<file path="src/rtl/tri_phase_cmp.sv">
module tri_phase_cmp #(
  parameter int SYNC_STAGES = 2
) (
  input  logic clk,
  input  logic rst,
  input  logic ref_in,
  input  logic fb_in,
  output logic drv_val,
  output logic drv_en,
  output logic xor_out,
  output logic lock_out
);

  localparam logic [1:0] ST_REL  = 2'b00;
  localparam logic [1:0] ST_DOWN = 2'b01;
  localparam logic [1:0] ST_UP   = 2'b10;
  localparam int         PW      = SYNC_STAGES + 1;

  logic [PW-1:0] ref_pipe, fb_pipe;
  logic [1:0]    state, state_nx;
  logic          ref_s, fb_s, ref_rise, fb_rise;

  always_ff @(posedge clk) begin
    if (rst) begin
      ref_pipe <= '0;
      fb_pipe  <= '0;
    end else begin
      ref_pipe <= {ref_pipe[PW-2:0], ref_in};
      fb_pipe  <= {fb_pipe[PW-2:0], fb_in};
    end
  end

  assign ref_s    = ref_pipe[SYNC_STAGES-1];
  assign fb_s     = fb_pipe[SYNC_STAGES-1];
  assign ref_rise = ref_s & ~ref_pipe[SYNC_STAGES];
  assign fb_rise  = fb_s & ~fb_pipe[SYNC_STAGES];

  always_comb begin
    state_nx = state;
    if (ref_rise && fb_rise) begin
      state_nx = ST_REL;
    end else if (ref_rise) begin
      case (state)
        ST_DOWN: state_nx = ST_REL;
        default: state_nx = ST_UP;
      endcase
    end else if (fb_rise) begin
      case (state)
        ST_UP:   state_nx = ST_REL;
        default: state_nx = ST_DOWN;
      endcase
    end
  end

  always_ff @(posedge clk) begin
    if (rst) state <= ST_REL;
    else     state <= state_nx;
  end

  assign drv_en   = (state == ST_UP) || (state == ST_DOWN);
  assign drv_val  = (state == ST_UP);
  assign lock_out = (state == ST_REL);
  assign xor_out  = ref_s ^ fb_s;

  assert_legal_code_R2: assert property (@(posedge clk) disable iff (rst)
    state != 2'b11);

  assert_val_needs_en_R2: assert property (@(posedge clk) disable iff (rst)
    drv_val |-> drv_en);

  assert_lock_excl_R10: assert property (@(posedge clk) disable iff (rst)
    lock_out |-> !drv_en);

  assert_ref_lead_R3: assert property (@(posedge clk) disable iff (rst)
    (lock_out && ref_rise && !fb_rise) |=> (drv_en && drv_val));

  assert_fb_clear_R4: assert property (@(posedge clk) disable iff (rst)
    (drv_en && drv_val && fb_rise && !ref_rise) |=> lock_out);

  assert_fb_lead_R5: assert property (@(posedge clk) disable iff (rst)
    (lock_out && fb_rise && !ref_rise) |=> (drv_en && !drv_val));

  assert_both_edges_R6: assert property (@(posedge clk) disable iff (rst)
    (ref_rise && fb_rise) |=> lock_out);

  assert_no_edge_hold_R7: assert property (@(posedge clk) disable iff (rst)
    (!ref_rise && !fb_rise) |=> ($stable(drv_en) && $stable(drv_val)));

endmodule

</file>
<file path="config.mk">
export PLATFORM = sky130hd
export DESIGN_NAME = tri_phase_cmp
export DESIGN_NICKNAME = d
export VERILOG_FILES = /design/src/rtl/tri_phase_cmp.sv
export SDC_FILE = /design/constraint.sdc
export NUM_CORES = 1
export LEC_CHECK = 0
export BUFFER_PORTS_ARGS = -buffer_cell sky130_fd_sc_hd__buf_2
export CORE_AREA = 2 2 39 41
export CTS_BUF_LIST = sky130_fd_sc_hd__clkbuf_4
export CTS_CLUSTER_SIZE = 40
export DETAILED_ROUTE_END_ITERATION = 7
export DIE_AREA = 0 0 41 43
export HOLD_SLACK_MARGIN = 0.02
export PLACE_DENSITY_LB_ADDON = 0.1
export SYNTH_ARGS = -nofsm -noshare
export SYNTH_HDL_FRONTEND = slang
export SYNTH_SLANG_ARGS = --single-unit
</file>
<file path="constraint.sdc">
create_clock -name clk -period 2 [get_ports clk]
set_input_delay 0.3 -clock clk [delete_from_list [all_inputs] [get_ports clk]]
set_output_delay 0.3 -clock clk [all_outputs]
set_load 0.02 [all_outputs]
</file>
==> impl_metrics.ini, run 1 <==
[hold_path]
hp-class = primary input to flip-flop
hold_end = fb_pipe[0]$_SDFF_PP0_
min_from = fb_in
min_delay_path_depth = 2

[route]
drc_errors = 0
ant_nets = 0
routed.top_layer = met3
dr.pass1.iters = 2
drt-vias-per-instance = 3.94
wl_met1_um = 182
dr.first_iter.drc_count = 3
dr_wl_met2_um = 263
dr_total_vias = 209
met3_length_um = 37
post_drt_wl_per_cell_um = 9.13
drt_wl_total_um = 484

[placement]
port_buffers = 7
gp_routability_congestion = 0.572
preCtsSetupSlack_ns = 0.735
place_hpwl_um = 382
dp.cells = 50

[yosys]
ys_ff_latch = 8
syn_avg_cell_area_um2 = 12.2
synthTopCellsByCount = dfxtp_1, nor2b_1, ha_1, inv_1
syn_inst = 27
yosys-top-cells-area = dfxtp_1, ha_1, nor2b_1
yosysWarnings = 0
async_flop_share_pct = 0
synth.top_cell.area_share_pct = 48.5
synthDistinctLibCells = 11
synth_area_um2 = 330
synth_edf_count = 0
synth-seq-area-share_pct = 48.5
synth_flop_cell = dfxtp_1
synth_area_leader_cell = dfxtp_1
synth.most_common_cell = dfxtp_1
synth_fp_nets = 34

[timing]
max_freq_mhz = 690
slew_headroom_pct = 84.7
setup_tns_ns = 0
period_needed_ns = 1.45
clock_skew_ns = 0.00533
timing.final.crit_share_pct = 72.5
setup_violations = 0
rsz0062_at_grt = no
finalWorstSetupSlack_ns = 0.550
hold_viol_final = 0
worstMarginPinSlew_ns = 0.230
slew_violations = 0

[job]
maxCapViolations = 0

[setup_path]
reg2regPathDepth = 4
regToRegSetupSlack_ns = 0.74
worst_setup_path_end_kind = output port
timing.rr.end = state[0]$_SDFFE_PP0P_
crit_type = flip-flop to output port
path_max_fanout = 3
cp_data_arrival_time_ns = 1.15
cp.required_ns = 1.70
worstReg2RegStart = state[0]$_SDFFE_PP0P_
crit_path_start_kind = flip-flop
startpoint = state[0]$_SDFFE_PP0P_

[floorplan]
coreArea_um2 = 1380
io_pins = 8
row_count = 14
chipHeight_um = 43
dieArea_um2 = 1760
die_w_um = 41
initial_core_util_pct = 23.9

[global_routing]
grt_pass1_wl_um = 945
grt-ovfl-total = 0
antenna_found_initial = 0
grt.total_usage_pct = 8.75
grt_pass1_vias = 225
grt_max_degree = 9

[pwr]
power_mw = 0.325
powerDensity_nw_per_um2 = 798
vdd_drop_max_v = 0.000290
power.leakage_nw = 0.175

[clocking]
postCtsHoldBufs = 0
ctsRootBufferMaster = clkbuf_4
numClockSinks = 8
tritoncts = built
clkLatencyLatePin_ns = 0.25
ctsResizeCount = 0
cts_buffers = 3
cts.clk_slew.worst_paths_ns = 0.05
post-cts-setup-buffers = 0
clock_tree.buffer_depth = 2
cts_max_level = 1

[layout]
drive_gt1_share_pct = 35.1
diodes = 0
fin_cells = 53
syn2layout_area_growth_pct = 23.5
final_net_count = 46

[outcome]
status = completed
==> metal layers <==
metal | vias up | global-route usage, %
met3 | 0 | 3.14
met5 | - | 0
li1 | 107 | -
met2 | 7 | 11.9
met4 | 0 | 10.0
met1 | 95 | 9.06
==> stage by stage <==
| step | utilization (%) | hold slack [ns] | area (um^2) |
|---|---|---|---|
| 6_report | 29.5 | 0.260 | 408 |
| 5_1_grt | 29.5 | 0.288 | 408 |
| 4_1_cts | 29.5 | 0.250 | 408 |
| 3_5_place_dp | 27.8 | 0.425 | 385 |
| 3_3_place_gp | 27.8 | 0.418 | 385 |
| 2_1_floorplan | - | 0.364 | 330 |
==> cell type report <==
type / instances / area, um^2
tap: 16 / 20.0
fill: 150 / 976
inverter: 3 / 11.3
sequential: 8 / 160
clock buffer: 3 / 22.5
multi-input combinational: 16 / 159
timing repair buffer: 7 / 35.0
==> cells in the final DEF, fill, tap and decap left out, drive strengths merged <==
cell     count
dfxtp        8
buf          7
nor2b        6
inv          3
ha           3
clkbuf       3
nand2b       1
and3b        1
and2b        1
a2111oi      1
nand3b       1
o2111a       1
xor2         1
==> worst max path at each step <==
stage	endpoint	cells after the start
after floorplan	state[0]$_SDFFE_PP0P_	4
after global placement	state[0]$_SDFFE_PP0P_	4
after detailed placement	state[0]$_SDFFE_PP0P_	4
after CTS	drv_en	3
after global routing	drv_en	3
final	drv_en	3
==> where the power goes <==
group          switching, mW  internal, mW
sequential           0.00405         0.166
clock                 0.0512        0.0684
combinational         0.0197        0.0155
==> flip-flops by register name, indices dropped and copies added (netlist names) <==
signal / flops
state: 2
ref_pipe: 3
fb_pipe: 3
==> worst max-delay path, stage by stage (launching register included) <==
cell     delay, ns
dfxtp_1       0.34
inv_1         0.10
ha_1          0.30
buf_2         0.16
==> cells by family (layout without fill, tap and decap cells) <==
logic type               after synthesis  count (layout)  share of synthesized area [%]
XOR/XNOR                               1               1                           2.65
buffers and inverters                  3              13                           3.41
adder cells (fa/ha/maj)                3               3                           11.4
AND/OR/NAND/NOR                       10              10                           22.4
AO/OA/AOI/OAI                          2               2                           11.7
flip-flops                             8               8                           48.5
Note: power is estimated with default switching activity, not from simulation.
==> run 2: changes to the inputs <==
==> constraint.sdc (replaced) <==
create_clock -name clk -period 1.44 [get_ports clk]
set_input_delay 0.216 -clock clk [delete_from_list [all_inputs] [get_ports clk]]
set_output_delay 0.216 -clock clk [all_outputs]
set_load 0.02 [all_outputs]
==> run 2 against run 1 <==
Net effect:
- flip-flop and latch count is the same
- largest cell class unchanged
- global-route usage decreased by 1.4 points
- worst setup slack got worse by 0.45 ns
- worst hold slack got worse by 0.083 ns
==> impl_metrics.ini, run 2 (same netlist as run 1, synthesis figures left out) <==
[outcome]
status = completed

[clocking]
cts.clk_slew.worst_paths_ns = 0.05
postCtsHoldBufs = 0
ctsRootBufferMaster = clkbuf_4
cts_buffers = 3
numClockSinks = 8
ctsResizeCount = 0
clock_tree.buffer_depth = 2
post-cts-setup-buffers = 0
clkLatencyLatePin_ns = 0.24
cts_max_level = 1
tritoncts = built

[timing]
slew_headroom_pct = 85.5
worstMarginPinSlew_ns = 0.218
clock_skew_ns = 0.00139
timing.final.crit_share_pct = 93.3
setup_violations = 0
slew_violations = 0
period_needed_ns = 1.34
max_freq_mhz = 744
setup_tns_ns = 0
hold_viol_final = 0
rsz0062_at_grt = no

[pwr]
vdd_drop_max_v = 0.000449
power.leakage_nw = 0.175
powerDensity_nw_per_um2 = 1100
clkPwrFrac_pct = 36.5
p_sw_mw = 0.102
seq_power_share_pct = 52.6
intPower_mw = 0.347
swShare_pct = 22.7
share_comb_of_total_power_pct = 10.9

[floorplan]
row_count = 14
die_w_um = 41
coreArea_um2 = 1380
chipHeight_um = 43
io_pins = 8
initial_core_util_pct = 23.9
dieArea_um2 = 1760

[route]
dr.first_iter.drc_count = 1
post_drt_wl_per_cell_um = 8.74
dr_total_vias = 210
drc_errors = 0
ant_nets = 0
drt_wl_total_um = 463
drt-vias-per-instance = 3.96
dr.pass1.iters = 2

[setup_path]
path_max_fanout = 3
crit_type = flip-flop to output port
cp_data_arrival_time_ns = 1.13
cp.required_ns = 1.22
worst_setup_path_end_kind = output port
crit_path_start_kind = flip-flop

[layout]
final_common_cell = dfxtp_1
fill_cells = 156
final_net_count = 46
mostFrequentLayoutCells = dfxtp_1, buf_2, nor2b_1
drive_gt1_share_pct = 35.1
diodes = 0
final_cell_area_um2 = 408
largestRegisters = fb_pipe: 3 flops, ref_pipe: 3 flops, state: 2 flops
syn2layout_area_growth_pct = 23.5

[global_routing]
grt.total_usage_pct = 7.36
antenna_found_initial = 0
grt_pass1_wl_um = 786
grt_pass1_vias = 213
grt_max_degree = 9
grt-ovfl-total = 0

[placement]
gp_routability_congestion = 0.556
dpl_cell_area_um2 = 385
port_buffers = 7

[hold_path]
hp-class = primary input to flip-flop

[job]
maxCapViolations = 0
-- run 2: cell counts in the layout (fill, tap and decap cells not counted) --
No cell type changed its count.
-- run 2: power groups by stage --
| stage | combinational [mW] | sequential [mW] | clock (mW) |
|---|---|---|---|
| 5_1_grt | 0.0557 | 0.238 | 0.187 |
| 3_3_place_gp | 0.0493 | 0.241 | 0 |
| 2_1_floorplan | 0.0354 | 0.240 | 0 |
| 6_report | 0.0489 | 0.236 | 0.164 |
| 4_1_cts | 0.0502 | 0.237 | 0.176 |
| 3_5_place_dp | 0.0500 | 0.241 | 0 |
-- run 2: cell type report --
type | count | area, um^2 | share of cell area (%)
Clock buffer | 3 | 22.5 | 5.52
Inverter | 3 | 11.3 | 2.76
Multi-Input combinational cell | 16 | 159 | 39.0
Sequential cell | 8 | 160 | 39.3
Tap cell | 16 | 20.0 | 4.91
Timing Repair Buffer | 7 | 35.0 | 8.59
-- run 2: layer usage --
layer	GRT usage [%]	vias up	routed length, um
met1	6.51	94	191
li1	-	109	-
met2	10.9	7	240
met5	0	-	0
met3	3.14	0	31
met4	8.00	0	0
-- run 2: path summary, 6_finish.rpt --
check                              from                     end  slack (ns)  depth (start not counted)
setup reg to reg  state[0]$_SDFFE_PP0P_   state[0]$_SDFFE_PP0P_        0.21                          4
setup / recovery  state[0]$_SDFFE_PP0P_                  drv_en         0.1                          3
hold / removal                   ref_in  ref_pipe[0]$_SDFF_PP0_        0.18                          2
hold reg to reg   fb_pipe[0]$_SDFF_PP0_   fb_pipe[1]$_SDFF_PP0_        0.43                          1
-- run 2: critical path: stages, from the launching register on --
cell and delay [ns]:
dfxtp_1 0.34, inv_1 0.10, ha_1 0.29, buf_2 0.16
-- run 2: stage by stage --
step / utilization [%] / setup WS [ns] / hold WS (ns) / cells / total power, mW
finish: 29.5 / 0.0968 / 0.177 / 53 / 0.449
global placement: 27.8 / 0.228 / 0.418 / 50 / 0.290
CTS: 29.5 / 0.0751 / 0.167 / 53 / 0.463
detailed placement: 27.8 / 0.214 / 0.422 / 50 / 0.291
floorplan: - / 0.156 / 0.280 / 27 / 0.275
global route: 29.5 / 0.0153 / 0.192 / 53 / 0.481
